$ cat src/rtl/remap_pkg.sv
package remap_pkg;
  localparam int unsigned NUM_REGIONS = 4;
  localparam int unsigned ADDR_W      = 32;
  localparam int unsigned BASE_W      = 8;
  localparam int unsigned REMAP_W     = 11;
  localparam int unsigned SIZE_W      = 3;
  localparam int unsigned IDX_W       = $clog2(NUM_REGIONS);
  localparam int unsigned OFF_LSB     = ADDR_W - REMAP_W;       // 21
  localparam int unsigned BASE_HI     = OFF_LSB + BASE_W - 1;   // 28

  typedef struct packed {
    logic               en;
    logic [SIZE_W-1:0]  size;
    logic [BASE_W-1:0]  base;
    logic [REMAP_W-1:0] remap;
    logic               route;
    logic               burst;
  } region_cfg_t;
endpackage

$ cat src/rtl/remap_cfg_regs.sv
module remap_cfg_regs
  import remap_pkg::*;
(
  input  logic                        clk_i,
  input  logic                        rst_ni,
  input  logic                        cache_en_i,
  input  logic                        cfg_we_i,
  input  logic [IDX_W-1:0]            cfg_idx_i,
  input  logic                        cfg_en_i,
  input  logic [BASE_W-1:0]           cfg_base_i,
  input  logic [REMAP_W-1:0]          cfg_remap_i,
  input  logic [SIZE_W-1:0]           cfg_size_i,
  input  logic                        cfg_route_i,
  input  logic                        cfg_burst_i,
  output logic                        cfg_err_o,
  output region_cfg_t [NUM_REGIONS-1:0] regs_o
);
  region_cfg_t [NUM_REGIONS-1:0] regs_q;
  logic ok_enable, ok_disable, refused, accept;
  logic err_q;

  assign ok_enable  = !cache_en_i && !regs_q[cfg_idx_i].en && (cfg_size_i != '0);
  assign ok_disable = !cache_en_i;
  assign refused    = cfg_we_i && (cfg_en_i ? !ok_enable : !ok_disable);
  assign accept     = cfg_we_i && !refused;

  always_ff @(posedge clk_i or negedge rst_ni) begin
    if (!rst_ni) begin
      regs_q <= '0;
      err_q  <= 1'b0;
    end else begin
      err_q <= refused;
      if (accept) begin
        if (cfg_en_i) begin
          regs_q[cfg_idx_i].en    <= 1'b1;
          regs_q[cfg_idx_i].size  <= cfg_size_i;
          regs_q[cfg_idx_i].base  <= cfg_base_i;
          regs_q[cfg_idx_i].remap <= cfg_remap_i;
          regs_q[cfg_idx_i].route <= cfg_route_i;
          regs_q[cfg_idx_i].burst <= cfg_burst_i;
        end else begin
          regs_q[cfg_idx_i].en <= 1'b0;
        end
      end
    end
  end

  assign cfg_err_o = err_q;
  assign regs_o    = regs_q;

  p_cache_on_frozen_r7: assert property (@(posedge clk_i) disable iff (!rst_ni)
    (cfg_we_i && cache_en_i) |=> ($stable(regs_q) && cfg_err_o));
  p_reenable_refused_r8: assert property (@(posedge clk_i) disable iff (!rst_ni)
    (cfg_we_i && cfg_en_i && regs_q[cfg_idx_i].en) |=> $stable(regs_q));
  p_size_zero_refused_r10: assert property (@(posedge clk_i) disable iff (!rst_ni)
    (cfg_we_i && cfg_en_i && cfg_size_i == '0) |=> ($stable(regs_q) && cfg_err_o));
  p_err_needs_write_r7: assert property (@(posedge clk_i) disable iff (!rst_ni)
    cfg_err_o |-> $past(cfg_we_i));
  p_enabled_size_valid_r2: assert property (@(posedge clk_i) disable iff (!rst_ni)
    regs_q[cfg_idx_i].en |-> regs_q[cfg_idx_i].size != '0);
endmodule

$ cat src/rtl/remap_region_match.sv
module remap_region_match
  import remap_pkg::*;
(
  input  logic               en_i,
  input  logic [SIZE_W-1:0]  size_i,
  input  logic [BASE_W-1:0]  base_i,
  input  logic [REMAP_W-1:0] remap_i,
  input  logic [ADDR_W-1:0]  addr_i,
  output logic               match_o,
  output logic [ADDR_W-1:0]  xlat_o
);
  logic [SIZE_W-1:0] low_bits;     // tag bits dropped from compare
  logic [BASE_W-1:0] tag_diff;
  logic [ADDR_W-1:0] hi_mask;
  logic [ADDR_W-1:0] target_full;

  always_comb begin
    low_bits    = size_i - SIZE_W'(1);
    tag_diff    = (addr_i[BASE_HI:OFF_LSB] ^ base_i) >> low_bits;
    hi_mask     = {ADDR_W{1'b1}} << (OFF_LSB + 32'(low_bits));
    target_full = {remap_i, {OFF_LSB{1'b0}}};
    match_o     = en_i && (size_i != '0) && (tag_diff == '0);
    xlat_o      = (target_full & hi_mask) | (addr_i & ~hi_mask);
  end
endmodule

$ cat src/rtl/remap_prio_sel.sv
module remap_prio_sel
  import remap_pkg::*;
(
  input  logic                           clk_i,
  input  logic                           rst_ni,
  input  logic [NUM_REGIONS-1:0]         match_i,
  input  logic [NUM_REGIONS-1:0]         en_i,
  input  logic [NUM_REGIONS-1:0][ADDR_W-1:0] xlat_i,
  input  logic [NUM_REGIONS-1:0]         route_i,
  input  logic [NUM_REGIONS-1:0]         burst_i,
  input  logic [ADDR_W-1:0]              addr_i,
  output logic [ADDR_W-1:0]              addr_o,
  output logic                           hit_o,
  output logic [IDX_W-1:0]               hit_idx_o,
  output logic                           route_o,
  output logic                           burst_o
);
  always_comb begin
    addr_o    = addr_i;
    hit_o     = 1'b0;
    hit_idx_o = '0;
    route_o   = 1'b0;
    burst_o   = 1'b0;
    // descending scan: lowest index is assigned last and wins
    for (int i = NUM_REGIONS - 1; i >= 0; i--) begin
      if (match_i[i]) begin
        addr_o    = xlat_i[i];
        hit_o     = 1'b1;
        hit_idx_o = IDX_W'(i);
        route_o   = route_i[i];
        burst_o   = burst_i[i];
      end
    end
  end

  p_lowest_wins_r6: assert property (@(posedge clk_i) disable iff (!rst_ni)
    hit_o |-> ((match_i & ((NUM_REGIONS'(1) << hit_idx_o) - NUM_REGIONS'(1))) == '0));
  p_hit_region_enabled_r12: assert property (@(posedge clk_i) disable iff (!rst_ni)
    hit_o |-> en_i[hit_idx_o]);
  p_miss_attrs_zero_r11: assert property (@(posedge clk_i) disable iff (!rst_ni)
    !hit_o |-> (!route_o && !burst_o));
endmodule

$ cat src/rtl/addr_remap.sv
module addr_remap
  import remap_pkg::*;
(
  input  logic               clk_i,
  input  logic               rst_ni,
  input  logic               cache_en_i,
  input  logic               cfg_we_i,
  input  logic [IDX_W-1:0]   cfg_idx_i,
  input  logic               cfg_en_i,
  input  logic [BASE_W-1:0]  cfg_base_i,
  input  logic [REMAP_W-1:0] cfg_remap_i,
  input  logic [SIZE_W-1:0]  cfg_size_i,
  input  logic               cfg_route_i,
  input  logic               cfg_burst_i,
  output logic               cfg_err_o,
  input  logic [ADDR_W-1:0]  addr_i,
  output logic [ADDR_W-1:0]  addr_o,
  output logic               hit_o,
  output logic [IDX_W-1:0]   hit_idx_o,
  output logic               route_o,
  output logic               burst_o
);
  region_cfg_t [NUM_REGIONS-1:0]     regs;
  logic [NUM_REGIONS-1:0]            match;
  logic [NUM_REGIONS-1:0]            en_vec, route_vec, burst_vec;
  logic [NUM_REGIONS-1:0][ADDR_W-1:0] xlat;

  remap_cfg_regs u_cfg (
    .clk_i       (clk_i),
    .rst_ni      (rst_ni),
    .cache_en_i  (cache_en_i),
    .cfg_we_i    (cfg_we_i),
    .cfg_idx_i   (cfg_idx_i),
    .cfg_en_i    (cfg_en_i),
    .cfg_base_i  (cfg_base_i),
    .cfg_remap_i (cfg_remap_i),
    .cfg_size_i  (cfg_size_i),
    .cfg_route_i (cfg_route_i),
    .cfg_burst_i (cfg_burst_i),
    .cfg_err_o   (cfg_err_o),
    .regs_o      (regs)
  );

  for (genvar g = 0; g < NUM_REGIONS; g++) begin : g_region
    assign en_vec[g]    = regs[g].en;
    assign route_vec[g] = regs[g].route;
    assign burst_vec[g] = regs[g].burst;
    remap_region_match u_match (
      .en_i    (regs[g].en),
      .size_i  (regs[g].size),
      .base_i  (regs[g].base),
      .remap_i (regs[g].remap),
      .addr_i  (addr_i),
      .match_o (match[g]),
      .xlat_o  (xlat[g])
    );
  end

  remap_prio_sel u_sel (
    .clk_i     (clk_i),
    .rst_ni    (rst_ni),
    .match_i   (match),
    .en_i      (en_vec),
    .xlat_i    (xlat),
    .route_i   (route_vec),
    .burst_i   (burst_vec),
    .addr_i    (addr_i),
    .addr_o    (addr_o),
    .hit_o     (hit_o),
    .hit_idx_o (hit_idx_o),
    .route_o   (route_o),
    .burst_o   (burst_o)
  );

  p_miss_passthru_r5: assert property (@(posedge clk_i) disable iff (!rst_ni)
    !hit_o |-> addr_o == addr_i);
  p_offset_kept_r3: assert property (@(posedge clk_i) disable iff (!rst_ni)
    hit_o |-> addr_o[OFF_LSB-1:0] == addr_i[OFF_LSB-1:0]);
  p_disable_stops_hit_r9: assert property (@(posedge clk_i) disable iff (!rst_ni)
    (cfg_we_i && !cfg_en_i && !cache_en_i) |=> !(hit_o && hit_idx_o == $past(cfg_idx_i)));
endmodule

$ cat config.mk
export PLATFORM = sky130hd
export DESIGN_NAME = addr_remap
export DESIGN_NICKNAME = d
export VERILOG_FILES = /design/src/rtl/remap_pkg.sv /design/src/rtl/remap_cfg_regs.sv /design/src/rtl/remap_region_match.sv /design/src/rtl/remap_prio_sel.sv /design/src/rtl/addr_remap.sv
export SDC_FILE = /design/constraint.sdc
export NUM_CORES = 1
export LEC_CHECK = 0
export ABC_AREA = 0
export BUFFER_PORTS_ARGS = -buffer_cell sky130_fd_sc_hd__buf_2
export CAP_MARGIN = 20
export CELL_PAD_IN_SITES_DETAIL_PLACEMENT = 1
export CELL_PAD_IN_SITES_GLOBAL_PLACEMENT = 2
export CORE_MARGIN = 8
export CORE_UTILIZATION = 35
export CTS_CLUSTER_DIAMETER = 100
export CTS_CLUSTER_SIZE = 25
export DETAILED_ROUTE_END_ITERATION = 10
export PLACE_DENSITY_LB_ADDON = 0.1
export SETUP_SLACK_MARGIN = 0.02
export SLEW_MARGIN = 30
export SYNTH_ARGS = -nofsm -noshare
export SYNTH_HDL_FRONTEND = slang
export SYNTH_HIERARCHICAL = 1
export SYNTH_SLANG_ARGS = --single-unit
$ cat constraint.sdc
create_clock -name clk_i -period 3.1 [get_ports clk_i]
set_input_delay 0.465 -clock clk_i [delete_from_list [all_inputs] [get_ports clk_i]]
set_output_delay 0.465 -clock clk_i [all_outputs]
set_load 0.1 [all_outputs]
# After elaboration in Yosys (flattened, before gate mapping)
# Cells that the tools add are included.
dict set report word_totals {
  register_bits 101
  latch_bits 0
  mem_bits_rw 0
  romBits 0
  inputBits 63
  output_inout_bits 38
  elab_cells 132
  mem_count 0
}
dict set report op_classes {
  n_addsub 8
  mul 0
  div_mod_pow 0
  n_lt_le_gt_ge 2
  n_eq_ne 0
  shifts 8
  n_mux 43
  bitwise_logic 20
  n_reduce_logical 26
}
# operator count
set ops {}
lappend ops {{100-bit bitwise mux} 7}
lappend ops {{25-bit demux with 2-bit select} 6}
lappend ops {{32-bit bitwise AND} 8}
lappend ops {{32-bit 2-to-1 mux} 4}
lappend ops {{32-bit inverter} 4}
lappend ops {{32-bit bitwise OR} 4}
lappend ops {{32-bit by 32-bit left shift with 32-bit output (first input constant)} 4}
lappend ops {{100-bit 2-to-1 mux} 1}
lappend ops {{25-bit binary-select mux with 2-bit select} 1}
lappend ops {{25-bit 2-to-1 mux} 2}
lappend ops {{8-bit zero test} 4}
lappend ops {{8-bit by 3-bit >> shifter with 8-bit output} 4}
lappend ops {{8-bit bitwise XOR} 4}
lappend ops {{5-bit by 3-bit adder with 6-bit output (first input constant)} 4}
lappend ops {{24-bit 2-to-1 mux} 1}
lappend ops {{21-bit 2-to-1 mux} 1}
lappend ops {{3-bit nonzero test} 5}
lappend ops {{1-bit 2-to-1 mux} 14}
lappend ops {{1-bit logical AND} 13}
lappend ops {{13-bit 2-to-1 mux} 1}
lappend ops {{3-bit by 1-bit subtractor with 3-bit output (second input constant)} 4}
lappend ops {{2-bit 2-to-1 mux} 5}
lappend ops {{1-bit zero test} 4}
lappend ops {{2-bit by 3-bit less-than comparator with 1-bit output (second input constant)} 1}
lappend ops {{2-bit by 1-bit >= comparator with 1-bit output (second input constant)} 1}

# Logic depth before layout (Yosys ltp)
# Gate-level depths: netlist (run 1).
dict set report depth {
  depth_word 11
  mapped_depth 14
  ltp_nobuf 13
}

# By module
# Netlist (run 1), hierarchy kept.
# mod n_inst cells_per_inst area_per_inst_um2 seq_area_each_um2
set modules_own_cells {}
lappend modules_own_cells {remap_cfg_regs 1 230 3953.8 2527.4}
lappend modules_own_cells {remap_region_match 4 88 624.3 0.0}
lappend modules_own_cells {remap_prio_sel 1 170 1376.3 0.0}

# Least setup slack after synthesis (run 1)
# No wires, ideal clock.
dict set report synth_path {
  path_type {register to output}
  startpoint {register u_cfg.regs_q, in the netlist u_cfg/regs_o[71]}
  endpoint {output burst_o}
  arrival_time_ps 4310
  required_ps 2635
  setup_slack_ps -1675
  path_stages_with_launch 10
  n_path_buf 1
  path_cell_list {dfrtp_1 inv_1 ha_1 inv_1 ha_1 buf_2 o311ai_1 a211oi_1 a221oi_1 o31ai_1}
}
dict set report synth_between {
  elab_chain_cells 7
  word_cells_on_any_way 9
  cone_classes {add/sub (1); shift (1); mux (3); reduce/logical (4)}
}
# item line
set synth_lines {}
lappend synth_lines {{start: declaration} remap_cfg_regs.sv:18} ;# region_cfg_t [NUM_REGIONS-1:0] regs_q;
lappend synth_lines {{3-bit by 1-bit subtractor with 3-bit output} remap_region_match.sv:18} ;# low_bits = size_i - SIZE_W'(1);
lappend synth_lines {{8-bit by 3-bit >> shifter with 8-bit output} remap_region_match.sv:19} ;# tag_diff = (addr_i[BASE_HI:OFF_LSB] ^ base_i) >> low_bits;
lappend synth_lines {{8-bit zero test} remap_region_match.sv:22} ;# match_o = en_i && (size_i != '0) && (tag_diff == '0);
lappend synth_lines {{1-bit logical AND *} remap_region_match.sv:22}
lappend synth_lines {{net match[2]} addr_remap.sv:24} ;# logic [NUM_REGIONS-1:0] match;
lappend synth_lines {{1-bit 2-to-1 mux * (3 in series)} remap_prio_sel.sv:26} ;# if (match_i[i]) begin
lappend synth_lines {{end: declaration} addr_remap.sv:21} ;# output logic burst_o
# Mark *: on every way through the listed nets, which the timed path passes. The rest lies on a longest branch.

==> flow_summary_export.csv, run 1 <==
group,metric,value,unit
detailed_routing,vias,6306,
global_routing,grt_max_degree,69,
power,irDropWorstVdd,0.447,mV
synthesis,syn_nets,839,
timing,worstMarginPinSlew,0.672,ns
layout,fin_area,11700,sq um
synthesis,syn-cell-area,7830,sq um
detailed_routing,drc,0,
timing,setup_tns,-9.24,ns
outcome,status,"finished, violations left",
clock_tree,path_clk_slew,0.07,ns
detailed_routing,drt_iter0_drc,225,
timing,skew,0.00937,ns
worst_setup_path,path_buf_inv,6,
worst_setup_path,cpMostUsedCell,"ha_4",
floorplan,core_area,21900,sq um
layout,drive_gt1_share,64.5,%
timing,max_freq,0.290,GHz
timing,maxSlewViolCount,0,
synthesis,yosysWarnings,6,
flow_run,drv_cap,0,
clock_tree,cts_tree,"built",
detailed_routing,vias_per_cell,5.33,
timing,max-slew-margin-rel,55.2,%
layout,area_growth,49.9,%
detailed_routing,drt_wl_total,27500,um
placement,dp_hpwl,19200,um
clock_tree,clock_sinks,101,
detailed_routing,first_pass_iters,4,
timing,period_needed,3.45,ns
synthesis,synth_area_per_cell,10.4,sq um
synthesis,synth-main-ff-cell,"dfrtp_1",
floorplan,rows,54,
synthesis,synth_edf_count,0,
clock_tree,h-tree-depth,3,
floorplan,die_h,166,um
clock_tree,worstSkewPairLatency,0.36,ns
worst_setup_path,cp.arrival,2.98,ns
floorplan,die_area,27400,sq um
worst_setup_path,critPathRequiredTime,2.63,ns
floorplan,die_w,166,um
clock_tree,cts_made_buffers,9,
placement,numPortBuffers,100,
global_routing,grt_use_total,20.4,%
clock_tree,cts-root-buf,"clkbuf_16",
timing,final-setup-viol-count,35,
synthesis,ys_ff_latch,101,
floorplan,initial_core_util,35.8,%
global_routing,antenna_found_initial,0,
worst_setup_path,crit_path_cell_trace,"inv_4 > ha_4 > inv_2 > ha_4 > inv_2 > ha_4 > buf_4 > buf_4 > nor2_1 > mux2_1 > o22ai_2 > a21oi_4 > buf_12",
worst_setup_path,crit_type,"reg -> out",
detailed_routing,final_antenna_net_count,0,
power,leakage,4.91,nW
worst_setup_path,crit_path_start,"u_cfg/regs_o[46]",
global_routing,grt_pass1_wl,42400,um
timing,rsz0062_at_grt,"yes",
timing,post-route-period-util,111,%
worst_setup_path,max_stage_delay,0.43,ns
worst_hold_path,hold_path.class,"in -> async",
worst_setup_path,startpoint_type,"register",
detailed_routing,wire_per_inst,23.3,um
clock_tree,cts_hold_buf,0,
placement,place_congestion,0.807,
synthesis,ys_seq_area_share,32.3,%
outcome,violations,"negative setup slack",
worst_setup_path,ff2ff_path_depth,3,
timing,hold_viol,0,
worst_setup_path,slowest_stage,"dfrtp_2",
clock_tree,cts.path.max_buffers,2,
timing,setup_slack,-0.350,ns
layout,fin_nets,985,
worst_setup_path,worstSetupEndpointType,"output pin",
placement,place_area,9620,sq um
synthesis,async_flop_share,100,%
synthesis,synth.distinct_cells,47,
worst_setup_path,reg2reg_from,"u_cfg/regs_o[99]",
global_routing,grt_remaining_overflow,0,
floorplan,io_pins,101,
worst_setup_path,path_delay_family,"adder cells",
synthesis,synthCells,752,
power,powerDensity,1130,nW/um^2
layout,antenna_cells,0,
worst_setup_path,crit_cells,13,
worst_setup_path,crit_fanout,5,
global_routing,grt_pass1_vias,7147,
[cell usage after synthesis (9+ instances only)]
cell type	instances	area [sq um]
a21oi_1	51	255
buf_2	17	85.1
buf_4	69	518
buf_6	10	113
dfrtp_1	101	2530
ha_1	24	300
inv_1	21	78.8
mux2_1	36	405
mux2_2	124	1400
nand2_1	43	161
nor2_1	44	165
o21ai_0	9	45.0
o22ai_1	33	206
o22ai_2	30	375
xnor2_1	12	105
xor2_1	24	210
[routing by layer]
layer | vias to the layer above | part of all wire (%) | routed length, um | GRT usage [%]
met2 | 107 | 51 | 13900 | 35.2
met1 | 3229 | 44 | 12200 | 26.6
met5 | - | 0 | 0 | 0
met3 | 29 | 3.6 | 979 | 2.35
li1 | 2941 | - | - | -
met4 | 0 | 1.8 | 484 | 5.48
[path summary, 6_finish.rpt]
check	endpoint	slack [ns]
setup / recovery	addr_o[27]	-0.35
hold / removal	u_cfg/regs_o[92]	0.11
setup reg to reg	u_cfg/regs_o[79]	1.33
hold reg to reg	u_cfg/regs_o[80]	0.50
max in group asynchronous	u_cfg/regs_o[21]	2.28
min in group clk_i	u_cfg/regs_o[80]	0.36
[logic make-up after synthesis]
group / synth area share, %
AO/OA/AOI/OAI: 17.1
multiplexers: 23.3
buffers and inverters: 11.6
AND/OR/NAND/NOR: 7.90
flip-flops: 32.3
XOR/XNOR: 4.03
adder cells (fa/ha/maj): 3.84
[layout by cell type, fill, tap and decap left out, types with 29 or more instances in the layout]
| cell type | netlist | layout |
|---|---|---|
| o22ai_4 | 0 | 33 |
| mux2_2 | 124 | 102 |
| mux2_1 | 36 | 32 |
| a21oi_4 | 0 | 34 |
| nor2_1 | 44 | 35 |
| nand2_1 | 43 | 37 |
| buf_12 | 3 | 50 |
| buf_4 | 69 | 101 |
| o22ai_2 | 30 | 29 |
| dfrtp_1 | 101 | 97 |
| buf_2 | 17 | 62 |
[where the power goes]
group,internal [W],switching [W]
registers,0.00167,0.000249
logic,0.00449,0.00563
clock network,0.000734,0.000530
total,0.00690,0.00641
[worst reg2reg max path, cell delays in order, from the launching register on]
cell and delay [ns]:
dfrtp_1 0.49, nor4_4 0.30, buf_4 0.46, mux2_2 0.41
[registers in the layout (all words and copies together), names as in the netlist]
name,cells
u_cfg/regs_o,100
u_cfg/cfg_err_o,1
[cell type report]
cell class / instances / area (sq um)
clock buffer: 11 / 243
clock inverter: 5 / 82.6
fill: 2228 / 10200
inverter: 26 / 118
multi-input combinational: 518 / 5860
sequential: 101 / 2530
tap: 280 / 350
timing repair buffer: 242 / 2540
[through the flow]
stage                     instances  utilization [%]  hold slack [ns]  worst slack, ns  power (W)
after CTS                      1170             51.9            0.269           -0.344     0.0130
after global placement         1127             43.9            0.463           -0.165    0.00964
after floorplan                 752                -            0.169          -0.0932    0.00752
after global routing           1183             53.6            0.148           -0.451     0.0139
after detailed placement       1127             43.9            0.486           -0.203    0.00980
final                          1183             53.6            0.112           -0.350     0.0133
[timing repair]
| item | in CTS | in global routing |
|---|---|---|
| buffers inserted | 21 | 14 |
| resized for setup | 229 | 57 |
| endpoints found under the setup margin | 37 | 37 |
| gates cloned | 7 | 3 |
| pin swaps | 40 | 26 |
Note: power is estimated with default switching activity, not from simulation.
==> inputs of run 2 (changes only) <==
--- a/config.mk
+++ b/config.mk
@@ -10,7 +10,7 @@
 export CAP_MARGIN = 20
 export CELL_PAD_IN_SITES_DETAIL_PLACEMENT = 1
 export CELL_PAD_IN_SITES_GLOBAL_PLACEMENT = 2
-export CORE_MARGIN = 8
+export CORE_MARGIN = 1.5
 export CORE_UTILIZATION = 35
 export CTS_CLUSTER_DIAMETER = 100
 export CTS_CLUSTER_SIZE = 25
==> run 2 against run 1 <==
Highest routed layer unchanged. Clock-buffer cell count fell by 1. The run still ends with negative setup slack left. Clock power fell by 3%. Largest power group unchanged. First-iteration DRC count rose by 2.7%. Setup slack improved by 0.027 ns. Register-to-register slack barely moved. Critical endpoint is now addr_o[25]. Via count fell by 0.62%. Global-route usage rose by 2.0 points.
==> flow_summary_export.csv, run 2 (synthesized netlist as in run 1, its figures left out) <==
group,metric,value,unit
worst_setup_path,crit_fanout,5,
clock_tree,cts_tree,"built",
global_routing,grt_pass1_wl,40300,um
global_routing,use_met1,29.7,%
power,irDropWorstVdd,0.435,mV
timing,worstMarginPinSlew,0.537,ns
worst_setup_path,max_stage_delay,0.42,ns
worst_setup_path,crit_path_cell_trace,"inv_4 > ha_4 > inv_4 > ha_4 > inv_4 > ha_4 > buf_6 > a221oi_4 > mux2_4 > mux2_4 > o22ai_4 > a21oi_4 > buf_12",
layout,area_growth,49.3,%
worst_setup_path,crit_cells,13,
placement,dp_cells,1142,
global_routing,grt_use_total,22.4,%
detailed_routing,vias_per_cell,5.26,
global_routing,top_usage_layer,"met2",
timing,final-setup-viol-count,37,
flow_run,drv_cap,0,
floorplan,io_pins,101,
floorplan,die_area,23300,sq um
outcome,status,"finished, violations left",
timing,hold_viol,0,
clock_tree,cts.path.max_buffers,2,
layout,antenna_cells,0,
placement,numPortBuffers,100,
global_routing,grt_max_degree,55,
timing,maxSlewViolCount,0,
worst_hold_path,hold_path.class,"in -> reg",
timing,rsz0062_at_grt,"yes",
power,leakage,4.94,nW
detailed_routing,drc,0,
worst_setup_path,startpoint_type,"register",
timing,fin_hold_ws,0.366,ns
worst_setup_path,critPathRequiredTime,2.63,ns
worst_setup_path,crit_type,"reg -> out",
worst_setup_path,path_buf_inv,5,
placement,dp_hpwl,19200,um
detailed_routing,drt_iter0_drc,231,
clock_tree,h-tree-depth,3,
worst_setup_path,cp.arrival,2.96,ns
global_routing,use_met2,38.3,%
floorplan,die_h,153,um
placement,place_area,10100,sq um
outcome,violations,"negative setup slack",
worst_setup_path,slowest_stage,"dfrtp_2",
detailed_routing,drt_wl_total,26300,um
timing,period_needed,3.42,ns
layout,fillers,2288,
detailed_routing,first_pass_iters,4,
clock_tree,clock_sinks,101,
timing,setup_slack,-0.323,ns
power,powerDensity,1130,nW/um^2
timing,max_freq,0.292,GHz
timing,skew,0.00477,ns
worst_setup_path,ff2ff_path_depth,3,
layout,largest_reg_flops,100,
floorplan,die_w,153,um
clock_tree,worstSkewPairLatency,0.36,ns
timing,post-route-period-util,110,%
timing,max-slew-margin-rel,64.2,%
global_routing,antenna_found_initial,0,
clock_tree,cts-root-buf,"clkbuf_16",
floorplan,initial_core_util,35.8,%
layout,fin_nets,993,
detailed_routing,vias,6267,
layout,fin_area,11700,sq um
global_routing,grt_remaining_overflow,0,
layout,final_common_cell,"buf_4",
layout,drive_gt1_share,63.6,%
layout,layout.cells.non_filler,1191,
clock_tree,cts_made_buffers,9,
detailed_routing,wire_per_inst,22.1,um
worst_hold_path,hold_path_depth,2,
placement,place_congestion,0.827,
worst_setup_path,worstSetupEndpointType,"output pin",
global_routing,met3_usage,2.79,%
floorplan,core_area,21900,sq um
global_routing,grt_pass1_vias,6922,
worst_setup_path,path_delay_family,"adder cells",
floorplan,rows,54,
layout,final_cell_mix,"buf_4, dfrtp_1, mux2_2",
clock_tree,path_clk_slew,0.08,ns
detailed_routing,final_antenna_net_count,0,
run 2: cell types whose count changed in the layout (fill, tap and decap cells not counted), moves of 4 or more:
cell / delta
a21oi_2: +5
buf_16: -4
mux2_2: -9
nand2_2: -4
buf_6: +7
o22ai_1: +10
buf_4: +4
o22ai_2: -7
nand2_1: +4
mux2_4: +8
a21oi_1: -4
run 2: path summary, 6_finish.rpt:
path | from | endpoint | slack (ns)
setup / recovery | u_cfg/regs_o[96] | addr_o[25] | -0.32
hold / removal | cfg_remap_i[3] | u_cfg/regs_o[80] | 0.37
min in group asynchronous | rst_ni | u_cfg/regs_o[17] | 0.48
hold reg to reg | u_cfg/regs_o[86] | u_cfg/regs_o[86] | 0.50
max in group asynchronous | rst_ni | u_cfg/regs_o[21] | 1.83
setup reg to reg | u_cfg/regs_o[99] | u_cfg/regs_o[82] | 1.34
run 2: layout make-up:
class | instances | area (sq um) | area share, %
Multi-Input combinational cell | 518 | 5820 | 49.8
Timing Repair Buffer | 250 | 2560 | 21.9
Sequential cell | 101 | 2530 | 21.7
Tap cell | 280 | 350 | 3.00
Clock buffer | 10 | 229 | 1.96
Inverter | 26 | 115 | 0.985
Clock inverter | 6 | 77.6 | 0.664
run 2: repair_timing:
item	in CTS	in global routing
cloned	2	3
endpoints found under the setup margin	37	37
buffers inserted	15	16
resized for setup	109	71
hold buffers	1	0
hold endpoints to repair	10	0
pin swaps	27	42
run 2: metrics by stage:
step | TNS [ns] | util, % | worst slack, ns | power [W]
floorplan | -2.88 | - | -0.0932 | 0.00752
global placement | -3.46 | 46.2 | -0.162 | 0.0104
detailed placement | -4.59 | 46.2 | -0.203 | 0.0106
CTS | -11.19 | 51.2 | -0.360 | 0.0126
global route | -13.84 | 53.4 | -0.422 | 0.0138
finish | -9.77 | 53.4 | -0.323 | 0.0132
run 2: per-layer routing:
metal | wire (um) | part of all wire [%]
met3 | 741 | 2.8
met4 | 551 | 2.1
met2 | 13000 | 50
met1 | 12000 | 45
met5 | 0 | 0
run 2: power breakdown:
part | total, W | leakage, nW | switching, W | internal [W]
clock network | 0.00122 | 0.147 | 0.000575 | 0.000644
registers | 0.00193 | 1.29 | 0.000253 | 0.00167
logic | 0.0101 | 3.51 | 0.00557 | 0.00449
total | 0.0132 | 4.94 | 0.00640 | 0.00681
